<file path="src/rtl/ackdly_pkg.sv">
package ackdly_pkg;

    localparam int CNT_W = 3;
    localparam int SEL_W = 2;
    localparam int IDX_W = (CNT_W > 1) ? $clog2(CNT_W) : 1;

    typedef logic [CNT_W-1:0] cnt_t;
    typedef logic [IDX_W-1:0] idx_t;

    typedef struct packed {
        cnt_t cnt;
    } cnt_state_t;

    typedef struct packed {
        logic ack_n;
    } ack_state_t;

endpackage

</file>
<file path="src/rtl/ackdly_tap_sel.sv">
module ackdly_tap_sel
    import ackdly_pkg::*;
#(
    parameter int NCNT = CNT_W,
    parameter int NSEL = SEL_W,
    localparam int NIDX = (NCNT > 1) ? $clog2(NCNT) : 1
) (
    input  logic [NSEL-1:0] sel,
    input  logic [NCNT-1:0] vec,
    output logic [NIDX-1:0] idx,
    output logic            bit_o
);

    localparam int LAST = NCNT - 1;

    // Select codes past the last counter bit fall back to the last bit.
    always_comb begin
        if (int'(sel) > LAST) begin
            idx = NIDX'(LAST);
        end else begin
            idx = NIDX'(sel);
        end
    end

    logic [NCNT-1:0] onehot;

    for (genvar g = 0; g < NCNT; g++) begin : g_tap
        assign onehot[g] = (int'(idx) == g) && vec[g];
    end

    assign bit_o = |onehot;

endmodule

</file>
<file path="src/rtl/ackdly_counter.sv">
module ackdly_counter
    import ackdly_pkg::*;
#(
    parameter int NCNT = CNT_W,
    localparam int NIDX = (NCNT > 1) ? $clog2(NCNT) : 1
) (
    input  logic            clk,
    input  logic            clr,
    input  logic [NIDX-1:0] idx,
    output logic [NCNT-1:0] cnt_nxt,
    output logic [NCNT-1:0] cnt_cur
);

    logic [NCNT-1:0] cnt_d, cnt_q;
    logic            at_tap;

    assign at_tap = cnt_q[idx];

    // Clear wins; the count stops once the chosen bit is set.
    always_comb begin
        cnt_d = cnt_q;
        if (clr) begin
            cnt_d = '0;
        end else if (!at_tap) begin
            cnt_d = cnt_q + NCNT'(1);
        end
    end

    always_ff @(posedge clk) begin
        cnt_q <= cnt_d;
    end

    assign cnt_nxt = cnt_d;
    assign cnt_cur = cnt_q;

    logic past_ok_q;
    always_ff @(posedge clk) begin
        past_ok_q <= 1'b1;
    end

    // a cleared counter reads zero on the next edge
    a_r2_clear_zero: assert property (@(posedge clk) disable iff (!past_ok_q)
        clr |=> (cnt_q == '0));

    // a running count never falls back to zero without a clear
    a_r7_no_wrap: assert property (@(posedge clk) disable iff (!past_ok_q)
        (!clr && cnt_q != '0) |=> (cnt_q != '0));

endmodule

</file>
<file path="src/rtl/ackdly_gen.sv">
module ackdly_gen
    import ackdly_pkg::*;
(
    input  logic             clk,
    input  logic             rst,
    input  logic             as_n,
    input  logic [SEL_W-1:0] dly_sel,
    output logic             ack_n
);

    idx_t       tap_idx;
    cnt_t       cnt_nxt;
    cnt_t       cnt_cur;
    logic       tap_hit;
    logic       clr;
    ack_state_t st_d, st_q;

    assign clr = rst | as_n;

    ackdly_tap_sel #(.NCNT(CNT_W), .NSEL(SEL_W)) u_tap (
        .sel   (dly_sel),
        .vec   (cnt_nxt),
        .idx   (tap_idx),
        .bit_o (tap_hit)
    );

    ackdly_counter #(.NCNT(CNT_W)) u_cnt (
        .clk     (clk),
        .clr     (clr),
        .idx     (tap_idx),
        .cnt_nxt (cnt_nxt),
        .cnt_cur (cnt_cur)
    );

    always_comb begin
        st_d = st_q;
        if (rst) begin
            st_d.ack_n = 1'b1;
        end else begin
            st_d.ack_n = ~tap_hit;
        end
    end

    always_ff @(posedge clk) begin
        st_q <= st_d;
    end

    assign ack_n = st_q.ack_n;

    logic past_ok_q;
    always_ff @(posedge clk) begin
        past_ok_q <= 1'b1;
    end

    // reset forces the acknowledge high
    a_r1_reset_high: assert property (@(posedge clk) disable iff (!past_ok_q)
        rst |=> ack_n);

    // strobe released means acknowledge high one edge later
    a_r8_release: assert property (@(posedge clk) disable iff (!past_ok_q || rst)
        as_n |=> ack_n);

    // acknowledge holds low while the strobe stays low
    a_r7_hold_low: assert property (@(posedge clk) disable iff (!past_ok_q || rst)
        (!ack_n && !as_n) |=> !ack_n);

    // acknowledge low implies a nonzero count behind it
    a_r3_low_needs_count: assert property (@(posedge clk) disable iff (!past_ok_q || rst)
        !ack_n |-> (cnt_cur != '0));

endmodule

</file>
<file path="config.mk">
export PLATFORM = sky130hd
export DESIGN_NAME = ackdly_gen
export DESIGN_NICKNAME = d
export VERILOG_FILES = /design/src/rtl/ackdly_pkg.sv /design/src/rtl/ackdly_tap_sel.sv /design/src/rtl/ackdly_counter.sv /design/src/rtl/ackdly_gen.sv
export SDC_FILE = /design/constraint.sdc
export NUM_CORES = 1
export LEC_CHECK = 0
export ABC_AREA = 1
export BUFFER_PORTS_ARGS = -buffer_cell sky130_fd_sc_hd__buf_2
export CAP_MARGIN = 20
export CORE_AREA = 2 2 39 41
export CTS_CLUSTER_DIAMETER = 150
export DETAILED_ROUTE_END_ITERATION = 10
export DIE_AREA = 0 0 41 43
export GPL_TIMING_DRIVEN = 0
export PLACE_DENSITY = 0.33
export SETUP_SLACK_MARGIN = 0.3
export SLEW_MARGIN = 20
export SYNTH_ARGS = -nofsm -noshare
export SYNTH_HDL_FRONTEND = slang
export SYNTH_SLANG_ARGS = --single-unit
</file>
<file path="constraint.sdc">
create_clock -name clk -period 1.25 [get_ports clk]
set_input_delay 0.25 -clock clk [delete_from_list [all_inputs] [get_ports clk]]
set_output_delay 0.25 -clock clk [all_outputs]
set_load 0.01 [all_outputs]
</file>
==> summary.md, run 1 <==
| Metric | Value |
|---|---|
| Required @ worst endpoint | between 1 and 1.5 ns |
| First-pass GRT wire length | a little over 800 um |
| Worst-case headroom to the max-slew limit | 82.1% |
| Vias/cell | 4.14 |
| Clock latency at the later pin of the worst-skew pair | 0.23 ns |
| Critical-path maximum fanout | 4 |
| Final sum of negative setup slack | 0 ns |
| Placed wire-length estimate after detailed placement | 426 um |
| Maximum buffer depth of the clock tree | 2 |
| I/O pin cnt | 6 |
| PD cells | ~930 nW/um2 |
| Max-slew violation count | 0 |
| Number of diodes | 0 |
| Clock net sink count | 4 |
| Netlist cell types | 10 |
| Count of hold-fix buffers inserted at cts | 0 |
| Die X-Extent | approximately 40 um |
| Commonest cells after routing, fill and taps aside | nand2_1 (11), inv_1 (5), nor2_1 (5), buf_2 (5), nand4_1 (4) |
| FP Rows | 14 |
| Syn nets | 46 |
| ANT nets after route | 0 |
| Multiplexer fraction of the synthesized cell area | 0% |
| Post-synth top area cell | dfxtp_1 |
| Instance count after placement with tap cells included | between 60 and 70 |
| Class of the worst hold path | input pin to flop |
| GRT Resource Usage Total | 7.44% |
| Area contributors post-synth | dfxtp_1 (31%), nand2_1 (19%), nand3_2 (12%) |
| Dominant combinational cell family by area after synthesis | simple AND/OR/NAND/NOR gates |
| Minimum clock period | 1.11 ns |
| Final Setup Violations | 0 |
| Synthesized-area fraction occupied by ao, oa, aoi and oai cells | slightly below 2% |
| Most common library cell in the layout ignoring fill and taps | nand2_1 |
| Sequential element share of the synthesized area | a little under a third |
| Finished layout cell area | about 360 um2 |
| Leak pwr | ~0.18 nW |
| Setup Skew | 0.00235 ns |
| Number of global-route vias before repair | approximately 210 |
| Routed length per instance | around 8.5 um |
| #FFs+latches synth | 4 |
| Register clock-pin slew on the reported worst setup and hold paths | ~0.040 ns |
| Post-layout instance count excluding filler cells | 66 |
| Startpoint-to-endpoint class of the critical path | flop to flop |
| TritonCTS Buffers | 3 |
| Yosys top cell area share | 31.4% |
| Placed cell area | around 300 um2 |
| Number of warning messages in the yosys log | 0 |
| Total wirelength of the detailed-routed design | between 500 and 600 um |
| Area Overhead vs Synth | 41.2% |
| Maximum clock frequency | about 900 MHz |
| Post-synthesis share of cell area spent on and, or, nand and nor gates | between 50% and 60% |
| Post-Syn Instances | 40 |
| Proportion of layout cells with a drive suffix above 1 | 42.0% |
| CTS tree | built |
| Total number of vias | ~270 |
| Buffer cell driving the clock tree root | clkbuf_4 |
| Share of synthesized cell area in full adder, half adder and majority cells | between 4 and 5% |
| Share of the synthesized netlist area taken by xor and xnor gates | 0% |
| Number of cell instances on the worst register-to-register path | 8 |
| Share of the clock period used by the worst path after layout | 88.9% |
| Final Hold Fails | 0 |
| Run status | finished, final reports clean |
| RSZ-0062 raised after global routing | true |
| Element type at the critical path end | flop |
| Syn Area/Cell | ~6.4 um2 |
| CP arrival | 1.24 ns |
| Drt first pass iters | 4 |
| Port Buffer Count | 5 |
| Remaining Overflow, GRT | 0 |
| Die ar. | 1760 um2 |
| Initial antenna violation count | 0 |
| Remaining design rule violation count | 0 |
| Initial core utilization | around 18% |
| Placer Congestion | around 0.67 |
| Minimum hold slack | 0.318 ns |
| First-iteration detailed-routing DRC count | 6 |
| Number of cells on the worst hold path | 4 |
| Maximum number of pins on one net before global-route repair | 5 |
| Measured slew at the worst slew-check pin | about 0.27 ns |
| Maximum VDD drop | between 0.3 and 0.4 mV |
| Syn Std Cell Area | roughly 260 um2 |
| Reported max-cap violation count | 0 |
| Core Area | about 1400 um2 |
| Crit start category | flop |
| Vertical extent of the die | about 43 um |
| H-Tree Depth | 1 |
| Final net count | 58 |
## metal layers
layer / vias to the layer above / track usage (%) / wire length [um]
li1: 148 / - / -
met3: 0 / 4.71 / 35
met2: 5 / 8.75 / 262
met4: 0 / 6.00 / 0
met1: 120 / 9.03 / 264
met5: - / 0 / 0
## state kept, by name, indices dropped and copies added (netlist names)
| signal | flops |
|---|---|
| ack_n | 1 |
| u_cnt.cnt_cur | 3 |
## metrics by stage
step           setup WS [ns]  power [mW]  util (%)
4_1_cts                0.148       0.343      25.7
3_5_place_dp           0.118       0.179      22.0
6_report               0.139       0.336      26.0
2_1_floorplan          0.220       0.164         -
3_3_place_gp          0.0970       0.181      22.0
5_1_grt               0.0701       0.373      26.0
## area by class of cell
type / count / area, um2
Clock buffer: 3 / 22.5
Sequential cell: 4 / 85.1
Tap cell: 16 / 20.0
Fill cell: 170 / 1020
Multi-Input combinational cell: 28 / 163
Inverter: 8 / 30.0
Timing Repair Buffer: 7 / 40.0
## Yosys cell counts, drive strengths merged
cell type	instances
nand2	13
inv	8
nor2	5
dfxtp	4
nand3	4
nand4	4
a21oi	1
ha	1
## path summary, 6_finish.rpt
kind,start,endpoint,slack (ns)
min,rst,u_cnt.cnt_cur[0],0.32
max,u_cnt.cnt_cur[0],u_cnt.cnt_cur[2],0.14
min reg2reg,u_cnt.cnt_cur[1],u_cnt.cnt_cur[1],0.52
max reg2reg,u_cnt.cnt_cur[0],u_cnt.cnt_cur[2],0.14
## critical path, cell delays in order (launching register included)
cell	delay, ns
dfxtp_4	0.35
buf_4	0.13
nand3_2	0.08
nand3_2	0.11
nand2_1	0.09
nand2_1	0.05
nand2_1	0.07
buf_4	0.11
inv_2	0.02
## power breakdown
group	internal, mW	switching [mW]
Combinational	0.0189	0.0254
Clock	0.107	0.0463
Sequential	0.133	0.00577
## kinds of logic (layout without fill, tap and decap cells)
group | after synthesis | in the layout
adders and majority gates | 1 | 1
buffers and inverters | 8 | 18
and+or+nand+nor | 26 | 26
AOI/OAI and AO/OA | 1 | 1
DFF | 4 | 4
## what timing repair did
action | CTS | global route
cloned | 0 | 0
endpoints found under the setup margin | 3 | 4
pin swaps | 6 | 3
buffers inserted | 2 | 0
gates resized for setup | 4 | 3
Power figures use the tool's default switching activity.
==> run 2: changes to the inputs <==
Settings changed: ABC_AREA 1 to not set, PLACE_DENSITY 0.33 to 0.31.
==> run 2 against run 1 <==
  * Die area did not move
  * Sequential power about the same
  * Fmax down 2.2%
  * Critical path depth fell by 5
  * Total power grew 8.4%
  * Clock skew increased by 0.0030 ns
  * Hold slack got worse by 0.018 ns
  * Cell count shrank 23%
  * Routed wire length decreased by 13%
  * Synthesized cell count down 43%
  * Combinational power grew 17%
==> summary.md, run 2 <==
| Metric | Value |
|---|---|
| Number of warning messages in the yosys log | 0 |
| Final Setup Violations | 0 |
| Slack of the worst reg-to-reg path | roughly 0.11 ns |
| Final Hold Fails | 0 |
| Initial core utilization | around 16% |
| Fillcell total | approximately 150 |
| Crit start category | flop |
| Die X-Extent | 41 um |
| Die ar. | roughly 1800 um2 |
| Vertical extent of the die | roughly 43 um |
| Maximum buffer depth of the clock tree | 2 |
| Asr flop ratio synth | 0% |
| #FFs+latches synth | 4 |
| Element type at the critical path end | flop |
| CTS tree | built |
| Minimum clock period | 1.14 ns |
| Syn Std Cell Area | 228 um2 |
| CP arrival | 1.25 ns |
| Predominant post-synthesis flop cell | dfxtp_1 |
| Net switching power of the design | around 86 uW |
| Total wirelength of the detailed-routed design | about 490 um |
| Number of cells on the worst hold path | 2 |
| Number of diodes | 0 |
| Proportion of layout cells with a drive suffix above 1 | between 50% and 60% |
| Sequential element share of the synthesized area | a little over a third |
| Total chip power | ~360 uW |
| Final sum of negative setup slack | 0 ns |
| PD cells | approximately 1100 nW/um2 |
| Minimum hold slack | approximately 0.3 ns |
| GRT Resource Usage Total | around 7.4% |
| Area taken by flip-flops and latches | ~88 um2 |
| Number of global-route vias before repair | about 200 |
| Leak pwr | 0.142 nW |
| TritonCTS Buffers | 3 |
| Syn nets | 29 |
| Final net count | 42 |
| Setup Skew | around 0.0053 ns |
| Multi-input gate area in the final layout | around 170 um2 |
| Clk pwr share | between 40% and 50% |
| Maximum clock frequency | around 880 MHz |
| Remaining design rule violation count | 0 |
| Vias/cell | between 4 and 5 |
| Comb power frac | roughly 14% |
| Run status | finished, final reports clean |
| Number of cell instances on the worst register-to-register path | 3 |
| Measured slew at the worst slew-check pin | 0.326 ns |
| First-iteration detailed-routing DRC count | 5 |
| Syn Area/Cell | 9.90 um2 |
| Final design utilization | 25.0% |
| RSZ-0062 raised after global routing | true |
| ANT nets after route | 0 |
| H-Tree Depth | 1 |
| Part of the power in registers | a little under two fifths |
| Register clock-pin slew on the reported worst setup and hold paths | 0.04 ns |
| I/O pin cnt | 6 |
| Port Buffer Count | 5 |
| Class of the worst hold path | input pin to flop |
| Most repeated cell in the gate-level netlist after synthesis | dfxtp_1 |
| Endpoint of the most critical setup path | u_cnt.cnt_cur[1] |
| Switching share of power | approximately a quarter |
| Netlist cell types | 15 |
| Share of the clock period used by the worst path after layout | about nine tenths |
| Leading post-synthesis cells by instance count | dfxtp_1 (4), nor2_1 (3), mux2i_1 (2), or3_1 (2), xor2_1 (2) |
| EDFF count, synth | 0 |
| Launching point of the worst reg2reg path | u_cnt.cnt_cur[0] |
| Critical-path maximum fanout | 5 |
| Remaining Overflow, GRT | 0 |
| Initial antenna violation count | 0 |
| Most common library cell in the layout ignoring fill and taps | buf_2 |
| Area contributors post-synth | dfxtp_1 (35%), mux2i_1 (8.8%), xor2_1 (7.7%) |
| Yosys top cell area share | approximately a third |
| Maximum number of pins on one net before global-route repair | 9 |
| First-pass GRT wire length | slightly above 800 um |
| Clock latency at the later pin of the worst-skew pair | approximately 0.24 ns |
| Core Area | roughly 1400 um2 |
| Max-slew violation count | 0 |
| Startpoint-to-endpoint class of the critical path | flop to flop |
| Count of hold-fix buffers inserted at cts | 0 |
| Max reg flops | 3 |
| Drt first pass iters | 4 |
| Commonest cells after routing, fill and taps aside | buf_2 (5), nor2_1 (3), clkbuf_4 (3), buf_4 (3) |
| Post-Syn Instances | 23 |
| Routed length per instance | around 9.6 um |
| Internal power | 279 uW |
| Placer Congestion | slightly below 0.7 |
| Total number of vias | 224 |
| Reg2Reg Capture Point | u_cnt.cnt_cur[1] |
| Maximum VDD drop | 0.448 mV |
| Required @ worst endpoint | 1.37 ns |
| Post-synth top area cell | dfxtp_1 |
| FP Rows | 14 |
| Clock net sink count | 4 |
| Worst-case headroom to the max-slew limit | between 70 and 80% |
| Critical path launch point | u_cnt.cnt_cur[0] |
| Buffer cell driving the clock tree root | clkbuf_4 |
| Area Overhead vs Synth | 52.2% |
| Reported max-cap violation count | 0 |
-- run 2: cell count changes after synthesis, moves of 2 or more --
cell     before  now
mux2i_1       0    2
xor2_1        0    2
nand3_2       3    0
nand2_1      13    0
nor2_1        5    3
inv_1         7    0
or3_1         0    2
nand4_1       4    0
-- run 2: layer usage --
metal | vias up | routed length, um | track usage, %
met1 | 101 | 202 | 7.05
met5 | - | 0 | 0
li1 | 114 | - | -
met4 | 0 | 0 | 6.00
met2 | 9 | 263 | 10.6
met3 | 0 | 25 | 4.71
-- run 2: critical path, cell delays in order, from the launching register on --
cell	delay [ns]
dfxtp_4	0.36
ha_4	0.27
mux2i_1	0.07
a2111oi_2	0.32
-- run 2: how the worst min path moves through the flow --
| stage | endpoint | from | slack (ns) |
|---|---|---|---|
| 2_1_floorplan | u_cnt.cnt_cur[1] | dly_sel[1] | 0.34 |
| 4_1_cts | u_cnt.cnt_cur[1] | dly_sel[1] | 0.29 |
| 3_3_place_gp | u_cnt.cnt_cur[0] | dly_sel[1] | 0.55 |
| 3_5_place_dp | u_cnt.cnt_cur[0] | dly_sel[1] | 0.55 |
| 6_report | u_cnt.cnt_cur[1] | dly_sel[1] | 0.30 |
| 5_1_grt | u_cnt.cnt_cur[1] | dly_sel[1] | 0.30 |
-- run 2: area by class of cell --
type                       instances  area share [%]
sequential                         4            25.3
timing repair buffer               8            13.7
tap                               16            5.78
clock buffer                       4            7.58
multi-input combinational         19            47.7
-- run 2: cell families after synthesis --
| logic type | after synthesis | synth area share (%) |
|---|---|---|
| compound gates | 4 | 15.4 |
| xor+xnor | 2 | 7.69 |
| fa+ha+maj | 1 | 5.49 |
| flops | 4 | 35.2 |
| mux | 2 | 8.79 |
| simple gates | 10 | 27.5 |
-- run 2: metrics by stage --
stage                     cells  cell area (um2)  worst slack [ns]
after floorplan              23              248             0.175
after global placement       44              293            0.0266
after detailed placement     44              293            0.0138
after CTS                    51              347            0.0964
after global routing         51              347            0.0619
final                        51              347             0.114
-- run 2: power groups by stage --
stage / sequential [mW] / clock [mW] / combinational (mW)
5_1_grt: 0.137 / 0.189 / 0.0572
3_3_place_gp: 0.140 / 0 / 0.0418
2_1_floorplan: 0.140 / 0 / 0.0256
3_5_place_dp: 0.141 / 0 / 0.0419
4_1_cts: 0.137 / 0.183 / 0.0524
6_report: 0.137 / 0.176 / 0.0519
-- run 2: what timing repair did --
action                                 4_1_cts  5_1_grt
pin swaps                                    2        0
setup endpoints to repair                    3        4
endpoints found under the hold margin        0        0
gates resized for setup                      1        0
setup buffers                                3        0
